$ cat config.mk
export PLATFORM = sky130hd
export DESIGN_NAME = unlock_seq_decoder
export DESIGN_NICKNAME = d
export VERILOG_FILES = /design/src/rtl/ucd_pkg.sv /design/src/rtl/ucd_match.sv /design/src/rtl/ucd_pause.sv /design/src/rtl/ucd_guard.sv /design/src/rtl/unlock_seq_decoder.sv
export SDC_FILE = /design/constraint.sdc
export NUM_CORES = 1
export LEC_CHECK = 0
export ABC_CLOCK_PERIOD_IN_PS = 2800
export BUFFER_PORTS_ARGS = -buffer_cell sky130_fd_sc_hd__buf_2
export CAP_MARGIN = 30
export CORE_MARGIN = 4
export CORE_UTILIZATION = 25
export CTS_BUF_LIST = sky130_fd_sc_hd__clkbuf_4
export CTS_CLUSTER_DIAMETER = 120
export DETAILED_ROUTE_END_ITERATION = 10
export GPL_ROUTABILITY_DRIVEN = 0
export PLACE_DENSITY = 0.42
export SLEW_MARGIN = 10
export SYNTH_ARGS = -nofsm -noshare
export SYNTH_HDL_FRONTEND = slang
export SYNTH_SLANG_ARGS = --single-unit
$ cat constraint.sdc
create_clock -name clk -period 2.8 [get_ports clk]
set_input_delay 0.56 -clock clk [delete_from_list [all_inputs] [get_ports clk]]
set_output_delay 0.56 -clock clk [all_outputs]
set_load 0.01 [all_outputs]
$ cat src/rtl/ucd_pkg.sv
package ucd_pkg;
   localparam logic [7:0] KEY_FIRST  = 8'hAA;
   localparam logic [7:0] KEY_SECOND = 8'h55;
   localparam logic [7:0] OP_WRITE   = 8'hA0;
   localparam logic [7:0] OP_EXTEND  = 8'h80;
   localparam logic [7:0] OP_ID_IN   = 8'h90;
   localparam logic [7:0] OP_ID_OUT  = 8'hF0;
   localparam logic [7:0] OP_RELEASE = 8'h20;
   localparam logic [7:0] OP_ERASE   = 8'h10;
   localparam logic [7:0] CODE_MAKER = 8'h1F;
   localparam logic [7:0] CODE_PART  = 8'hDC;

   typedef enum logic [2:0] {
      EV_NONE, EV_DATA, EV_UNLOCK, EV_RELEASE, EV_ERASE, EV_ID_IN, EV_ID_OUT
   } ucd_ev_e;

   typedef enum logic [2:0] {
      ST_IDLE, ST_K1, ST_K2, ST_X0, ST_X1, ST_X2
   } ucd_st_e;
endpackage

$ cat src/rtl/ucd_match.sv
module ucd_match
   import ucd_pkg::*;
#(
   parameter int              ADDR_W = 15,
   parameter logic [ADDR_W-1:0] KEY_A = 'h5555,
   parameter logic [ADDR_W-1:0] KEY_B = 'h2AAA
) (
   input  logic              clk,
   input  logic              rst_n,
   input  logic              stb,
   input  logic [ADDR_W-1:0] addr,
   input  logic [7:0]        data,
   input  logic              freeze,
   output ucd_ev_e           ev
);
   ucd_st_e st_q, st_d;
   logic    hit_a, hit_b;

   assign hit_a = (addr == KEY_A);
   assign hit_b = (addr == KEY_B);

   always_comb begin
      st_d = st_q;
      ev   = EV_NONE;
      if (stb) begin
         ev   = EV_DATA;
         st_d = ST_IDLE;
         if (!freeze) begin
            case (st_q)
               ST_IDLE: if (hit_a && data == KEY_FIRST)  begin ev = EV_NONE; st_d = ST_K1; end
               ST_K1:   if (hit_b && data == KEY_SECOND) begin ev = EV_NONE; st_d = ST_K2; end
               ST_K2: if (hit_a) begin
                  case (data)
                     OP_WRITE:  ev = EV_UNLOCK;
                     OP_EXTEND: begin ev = EV_NONE; st_d = ST_X0; end
                     OP_ID_IN:  ev = EV_ID_IN;
                     OP_ID_OUT: ev = EV_ID_OUT;
                     default:   ev = EV_DATA;
                  endcase
               end
               ST_X0:   if (hit_a && data == KEY_FIRST)  begin ev = EV_NONE; st_d = ST_X1; end
               ST_X1:   if (hit_b && data == KEY_SECOND) begin ev = EV_NONE; st_d = ST_X2; end
               ST_X2: if (hit_a) begin
                  if (data == OP_RELEASE)    ev = EV_RELEASE;
                  else if (data == OP_ERASE) ev = EV_ERASE;
               end
               default: st_d = ST_IDLE;
            endcase
         end
      end
   end

   always_ff @(posedge clk) begin
      if (!rst_n) st_q <= ST_IDLE;
      else        st_q <= st_d;
   end
endmodule

$ cat src/rtl/ucd_pause.sv
module ucd_pause #(
   parameter int PAUSE_CYC = 500000
) (
   input  logic clk,
   input  logic rst_n,
   input  logic start,
   input  logic target,
   output logic mode_q
);
   generate
      if (PAUSE_CYC == 0) begin : g_direct
         always_ff @(posedge clk) begin
            if (!rst_n)     mode_q <= 1'b0;
            else if (start) mode_q <= target;
         end
      end else begin : g_timed
         localparam int CNT_W = $clog2(PAUSE_CYC + 1);
         logic [CNT_W-1:0] cnt_q;
         logic             tgt_q;
         always_ff @(posedge clk) begin
            if (!rst_n) begin
               cnt_q  <= '0;
               tgt_q  <= 1'b0;
               mode_q <= 1'b0;
            end else if (start) begin
               cnt_q <= CNT_W'(PAUSE_CYC);
               tgt_q <= target;
            end else if (cnt_q != '0) begin
               cnt_q <= cnt_q - 1'b1;
               if (cnt_q == CNT_W'(1)) mode_q <= tgt_q;
            end
         end
      end
   endgenerate
endmodule

$ cat src/rtl/ucd_guard.sv
module ucd_guard
   import ucd_pkg::*;
#(
   parameter bit PROT_RST = 1'b0
) (
   input  logic    clk,
   input  logic    rst_n,
   input  ucd_ev_e ev,
   input  logic    cycle_done,
   output logic    prot_q,
   output logic    unl_q,
   output logic    dummy_q,
   output logic    we_q,
   output logic    erase_q
);
   logic open_now;
   assign open_now = !prot_q || unl_q;

   always_ff @(posedge clk) begin
      if (!rst_n) begin
         prot_q  <= PROT_RST;
         unl_q   <= 1'b0;
         dummy_q <= 1'b0;
         we_q    <= 1'b0;
         erase_q <= 1'b0;
      end else begin
         we_q    <= (ev == EV_DATA) && open_now;
         erase_q <= (ev == EV_ERASE);
         if (ev == EV_UNLOCK)       prot_q <= 1'b1;
         else if (ev == EV_RELEASE) prot_q <= 1'b0;
         if (cycle_done)            unl_q <= 1'b0;
         else if (ev == EV_UNLOCK)  unl_q <= 1'b1;
         if (cycle_done)            dummy_q <= 1'b0;
         else if (ev == EV_DATA && !open_now) dummy_q <= 1'b1;
      end
   end
endmodule

$ cat src/rtl/unlock_seq_decoder.sv
module unlock_seq_decoder
   import ucd_pkg::*;
#(
   parameter int                ADDR_W    = 15,
   parameter logic [ADDR_W-1:0] KEY_A     = 'h5555,
   parameter logic [ADDR_W-1:0] KEY_B     = 'h2AAA,
   parameter int                PAUSE_CYC = 500000,
   parameter bit                PROT_RST  = 1'b0
) (
   input  logic              clk,
   input  logic              rst_n,
   input  logic              ld_stb,
   input  logic [ADDR_W-1:0] ld_addr,
   input  logic [7:0]        ld_data,
   input  logic              cycle_done,
   input  logic              rd_a0,
   output logic              wr_permit,
   output logic              prot_on,
   output logic              id_mode,
   output logic              dummy_cycle,
   output logic              data_we,
   output logic              erase_req,
   output logic [7:0]        id_byte
);
   if (ADDR_W < 2)      begin : g_bad_width $error("ADDR_W must be at least 2"); end
   if (KEY_A == KEY_B)  begin : g_bad_keys  $error("key addresses must differ"); end
   if (PAUSE_CYC < 0)   begin : g_bad_pause $error("PAUSE_CYC must not be negative"); end

   ucd_ev_e ev;
   logic    unl;
   logic    id_start, id_target;

   ucd_match #(.ADDR_W(ADDR_W), .KEY_A(KEY_A), .KEY_B(KEY_B)) match_i (
      .clk(clk), .rst_n(rst_n), .stb(ld_stb), .addr(ld_addr), .data(ld_data),
      .freeze(unl), .ev(ev)
   );

   ucd_guard #(.PROT_RST(PROT_RST)) guard_i (
      .clk(clk), .rst_n(rst_n), .ev(ev), .cycle_done(cycle_done),
      .prot_q(prot_on), .unl_q(unl), .dummy_q(dummy_cycle),
      .we_q(data_we), .erase_q(erase_req)
   );

   assign id_start  = (ev == EV_ID_IN) || (ev == EV_ID_OUT);
   assign id_target = (ev == EV_ID_IN);

   ucd_pause #(.PAUSE_CYC(PAUSE_CYC)) pause_i (
      .clk(clk), .rst_n(rst_n), .start(id_start), .target(id_target),
      .mode_q(id_mode)
   );

   assign wr_permit = !prot_on || unl;
   assign id_byte   = !id_mode ? 8'h00 : (rd_a0 ? CODE_PART : CODE_MAKER);
endmodule

==> metrics.md, run 1 <==
| Metric | Value |
|---|---|
| Synth cell types | `61` |
| Seq cells post-synth | `29` |
| Xor/xnor share of the synthesized area | `6.89%` |
| M1 WL | `2.35 mm` |
| DR pass1 iterations | `4` |
| Core Region | `7330 um^2` |
| Post-CTS Resized | `0` |
| Run status | `finished clean` |
| DRT Wirelength | `4.56 mm` |
| Setup ws final | `0.201 ns` |
| Root buf cell | `clkbuf_4` |
| Slew Limit Fails | `0` |
| Ratio of final minimum period to clock period | `92.8%` |
| Total negative slack | `0 ns` |
| Slowest Stage Delay on Critical Path | `0.56 ns` |
| RSZ-0062 raised after global routing | `false` |
| Mapped Nets | `260` |
| Routed vias | `1787` |
| Wire per inst | `11.9 um` |
| # hold bufs at CTS | `0` |
| Leading register cell type out of synthesis | `dfxtp_1` |
| Remaining antenna violation count | `0` |
| Most flops, register | `pause_i.g_timed.cnt_q` |
| Biggest regs | `pause_i.g_timed.cnt_q (19), match_i.st_q (3)` |
| Clock tree buffer depth | `2` |
| Sequential fraction of the synthesis area | `30.5%` |
| Clock Sinks | `29` |
| Post-route minimum period | `2.60 ns` |
| Inserted Clock Buffers | `5` |
| Vias in the first global route | `1696` |
| Worst reg2reg setup slack | `0.40 ns` |
| Fillers | `787` |
| Area of the die | `9080 um^2` |
| Via density | `4.67` |
| Layout Area Growth over Synthesis | `25.1%` |
| CTS clk-pin slew, worst paths | `0.08 ns` |
| Ys async rst share | `0%` |
| Grt total ovfl | `0` |
| Port Buffer Count | `40` |
| CTS tree | `done` |
| Design area | `2380 um^2` |
| Met3 wire length | `285 um` |
| Setup WS pre-CTS | `-0.196 ns` |
| H-tree Lvls | `2` |
| Delay-heaviest family, CP | `simple AND/OR/NAND/NOR gates` |
| Synth Area in Adders | `1.31%` |
| Starting Density | `26.0%` |
| Largest family of logic cells by synthesized area | `simple AND/OR/NAND/NOR gates` |
| CP Cell Sequence | `buf_2, or4b_4, nor4_2, o21bai_1, or4_4, o211a_1, o211ai_4, nand2_1` |
| Pleak | `1.05 nW` |
| Complex-gate fraction of the synthesized area | `15.6%` |
| # IOs | `42` |
| F_max | `385 MHz` |
| Number of flip-flops under the largest register name | `19` |
| Pin count of the biggest net entering global routing | `20` |
| Post-route DRC | `0` |
| First-pass GRT wire length | `7.62 mm` |
| Post-synthesis mux area share | `1.12%` |
| Critical path capture point type | `flop` |
| Layout cells sized above 1 | `30.6%` |
| Placed cell area | `2300 um^2` |
| Die W | `95.3 um` |
| Total GRT Usage | `10.5%` |
| Cells after Synth | `230` |
| Nets | `313` |
| Setup crit start kind | `primary input` |
| Final Hold Fails | `0` |
| VDD IR-drop max | `0.323 mV` |
| Worst-path maximum fanout | `7` |
| CP bufs+invs | `1` |
| Highest routed layer | `met4` |
| # rows | `31` |
| Slowest stage cell, crit path | `or4b_4` |
| Number of max-cap violations | `0` |
| Syn Std Cell Area | `1910 um^2` |
| Tightest hold margin | `0.484 ns` |
| Drt initial violations | `78` |
| Hold crit path type | `flop to flop` |
| Worst EP arrival | `2.80 ns` |
| Layout Cells excl Fill | `383` |
| Kind of critical path | `primary input to flop` |
| Worst clock skew | `0.0108 ns` |
| Dpl cells | `375` |
| Initial antenna violation count | `0` |
| Mapped Avg Cell Area | `8.29 um^2` |
| Final setup vio count | `0` |
| Metal2 WL | `1.90 mm` |
| Clock Latency Late Sink | `0.32 ns` |
| Final HPWL DP | `3.62 mm` |
| Chip height | `95.3 um` |
| Power Density | `692 nW/um^2` |
| Post-CTS setup buffer count | `0` |
| Number of synthesized flops with an enable pin | `0` |
| Critical Path RT | `3.00 ns` |
| Synth Area in Simple Gates | `39.2%` |
| Yosys warning total | `0` |
| ANT cells | `0` |
## logic make-up after synthesis
| kind of cell | after synthesis |
|---|---|
| DFF | 29 |
| buffers and inverters | 18 |
| and+or+nand+nor | 125 |
| muxes | 2 |
| adders and majority gates | 2 |
| AOI/OAI and AO/OA | 38 |
| other | 1 |
| xor gates and xnor gates | 15 |
## cell usage after synthesis, types with 5 or more instances
cell type / instances / area share, %
dfxtp_1: 29 / 30
nor2_2: 8 / 2.6
buf_4: 6 / 2.4
nand2_1: 26 / 5.1
xnor2_1: 8 / 3.7
or3_1: 5 / 1.6
nand3_1: 7 / 1.8
nor2_1: 17 / 3.3
nor4_1: 7 / 2.3
inv_1: 5 / 0.99
nor3_1: 11 / 2.9
a21oi_1: 6 / 1.6
clkbuf_1: 5 / 0.99
xor2_1: 7 / 3.2
## placed cells by master (no fill, tap or decap), types with 7 or more instances in the layout
cell type	netlist	layout
nor4_1	7	7
buf_2	1	40
nor3_1	11	11
nand3_1	7	7
buf_4	6	18
xnor2_1	8	8
xor2_1	7	7
nand2_1	26	26
dfxtp_1	29	29
nor2_2	8	8
nor2_1	17	17
## worst reg2reg max path: stages (launching register included)
cell and delay, ns:
dfxtp_1 0.36, or4_1 0.62, nor4_2 0.38, nand3_1 0.26
nor3_1 0.21, mux2_2 0.35, nand2_1 0.06, nand2_1 0.05
## metrics by stage
stage	power [mW]	utilization, %
2_1_floorplan	1.16	-
3_3_place_gp	1.32	31.4
3_5_place_dp	1.32	31.4
4_1_cts	1.67	32.5
5_1_grt	1.79	32.5
6_report	1.65	32.5
## final cells by class
type                       instances  area (um^2)  share of cell area [%]
clock buffer                       6         45.0                    1.89
clock inverter                     2         33.8                    1.42
inverter                           5         18.8                   0.787
multi-input combinational        183         1230                    51.4
sequential                        29          581                    24.4
tap                               99          124                    5.20
timing repair buffer              59          355                    14.9
## final timing paths
check | start | to | cells past startpoint
worst max-delay path | ld_addr[1] | pause_i.g_timed.cnt_q[17] | 8
worst min-delay path | pause_i.g_timed.cnt_q[18] | pause_i.g_timed.cnt_q[18] | 2
worst max register to register | pause_i.g_timed.cnt_q[2] | pause_i.g_timed.cnt_q[16] | 7
worst min register to register | pause_i.g_timed.cnt_q[18] | pause_i.g_timed.cnt_q[18] | 2
## metal layers
metal / up-vias / track usage, %
li1: 936 / -
met1: 801 / 14.9
met2: 48 / 15.6
met3: 2 / 2.53
met4: 0 / 3.00
met5: - / 0
## report_power, final
group	internal, mW	leakage [nW]	switching, mW
Sequential	0.502	0.236	0.0887
Combinational	0.318	0.773	0.399
Clock	0.196	0.0433	0.146
Note: power is estimated with default switching activity, not from simulation.
==> run 2: changes to the inputs <==
- ABC_CLOCK_PERIOD_IN_PS: 2800 -> 2610
- PLACE_DENSITY: 0.42 -> 0.41
- clock period: 2.8 -> 2.61 ns (I/O delays scaled with it)
==> metrics.md, run 2 (synthesis results as in run 1) <==
| Metric | Value |
|---|---|
| Setup WS pre-CTS | `-0.291 ns` |
| Port Buffer Count | `40` |
| Switching share of power | `38.2%` |
| Total negative slack | `0 ns` |
| Root buf cell | `clkbuf_4` |
| Switching power | `0.686 mW` |
| Layout cells sized above 1 | `33.1%` |
| Most flops, register | `pause_i.g_timed.cnt_q` |
| Design area | `2480 um^2` |
| Placed cell area | `2370 um^2` |
| Ratio of final minimum period to clock period | `94.4%` |
| ANT cells | `0` |
| Setup crit start kind | `primary input` |
| Chip height | `95.3 um` |
| R2R cell count | `8` |
| Power Density | `723 nW/um^2` |
| CTS tree | `done` |
| Layout Area Growth over Synthesis | `30.1%` |
| Post-route DRC | `0` |
| Kind of critical path | `primary input to flop` |
| Total power | `1.79 mW` |
| CTS clk-pin slew, worst paths | `0.09 ns` |
| Critical Path RT | `2.87 ns` |
| Vias in the first global route | `1827` |
| Starting Density | `26.0%` |
| Clock Latency Late Sink | `0.32 ns` |
| Most frequent cells in the layout | `40 x buf_2, 29 x dfxtp_1, 28 x buf_4` |
| Final setup vio count | `0` |
| Number of max-cap violations | `0` |
| Worst EP arrival | `2.73 ns` |
| Comb pwr share | `44.2%` |
| Wire per inst | `12.2 um` |
| Biggest regs | `pause_i.g_timed.cnt_q (19), match_i.st_q (3)` |
| H-tree Lvls | `2` |
| Via density | `4.68` |
| RSZ-0062 raised after global routing | `false` |
| Post-route minimum period | `2.46 ns` |
| # rows | `31` |
| Worst clock skew | `0.00572 ns` |
| Final HPWL DP | `3.77 mm` |
| Run status | `finished clean` |
| Initial antenna violation count | `0` |
| Commonest non-fill, non-tap cell in the layout | `buf_2` |
| Fillers | `788` |
| VDD IR-drop max | `0.484 mV` |
| F_max | `406 MHz` |
| Dpl cells | `384` |
| Setup ws final | `0.145 ns` |
| Inserted Clock Buffers | `5` |
| DRT Wirelength | `4.78 mm` |
| Utilization after layout | `33.8%` |
| Core Region | `7330 um^2` |
| Number of flip-flops under the largest register name | `19` |
| Internal power | `1.11 mW` |
| Clock Power Share | `20.6%` |
| Hold Path Cell Cnt | `3` |
| Routed vias | `1834` |
| Layout Cells excl Fill | `392` |
| Pleak | `1.12 nW` |
| Critical path capture point type | `flop` |
| Clock tree buffer depth | `2` |
| Area of the die | `9080 um^2` |
| Total GRT Usage | `11.5%` |
| Reg area | `581 um^2` |
| Sequential power share | `35.2%` |
| Hold crit path type | `primary input to flop` |
| Slew Limit Fails | `0` |
| # IOs | `42` |
| Drt initial violations | `58` |
| Die W | `95.3 um` |
| DR pass1 iterations | `4` |
| First-pass GRT wire length | `8.33 mm` |
| Pin count of the biggest net entering global routing | `20` |
| Worst-path maximum fanout | `5` |
| Clock Sinks | `29` |
| Tightest hold margin | `0.463 ns` |
| Nets | `322` |
| Area of the multi-input gates | `1270 um^2` |
| Final Hold Fails | `0` |
| Grt total ovfl | `0` |
| Remaining antenna violation count | `0` |
-- run 2: cell types whose count changed in the layout (fill, tap and decap cells not counted), sizes merged --
cell  delta
buf      +9
-- run 2: power by group through the flow --
| stage | Combinational [mW] | Sequential [mW] | Clock, mW |
|---|---|---|---|
| 2_1_floorplan | 0.622 | 0.620 | 0 |
| 3_3_place_gp | 0.793 | 0.643 | 0 |
| 3_5_place_dp | 0.795 | 0.641 | 0 |
| 4_1_cts | 0.801 | 0.632 | 0.388 |
| 5_1_grt | 0.917 | 0.648 | 0.410 |
| 6_report | 0.793 | 0.632 | 0.369 |
-- run 2: path summary, 6_finish.rpt --
path	to	slack, ns	start
max	pause_i.g_timed.cnt_q[6]	0.15	ld_addr[1]
max reg2reg	pause_i.g_timed.cnt_q[6]	0.32	match_i.st_q[1]
min	guard_i.dummy_q	0.46	cycle_done
min reg2reg	guard_i.dummy_q	0.48	guard_i.dummy_q
-- run 2: per-layer routing --
| layer | GRT usage (%) | share of wire [%] | routed length (um) | up-vias |
|---|---|---|---|---|
| li1 | - | - | - | 961 |
| met4 | 2.88 | 0.50 | 24 | 0 |
| met3 | 2.37 | 4.0 | 190 | 2 |
| met5 | 0 | 0 | 0 | - |
| met1 | 16.4 | 53 | 2550 | 836 |
| met2 | 17.6 | 42 | 2010 | 35 |
-- run 2: final cells by class --
class                   instances  share of cell area [%]
multi-input cells             183                    51.1
flip-flops and latches         29                    23.4
repair buffers                 68                    16.6
well taps                      99                    5.00
clock buffers                   6                    1.82
clock inverters                 2                    1.36
inverters                       5                   0.757
-- run 2: timing repair --
item                                    4_1_cts  5_1_grt
endpoints found under the setup margin        0        9
resized for setup                             0        3
buffers inserted                              0        0
hold buffers                                  0        0
-- run 2: critical path: stages --
cell	delay [ns]
buf_2	0.10
or4b_4	0.57
nor4_4	0.17
buf_4	0.18
a21oi_1	0.06
or4_4	0.46
o211ai_4	0.24
nand3_4	0.13
buf_4	0.20
nor2_1	0.09
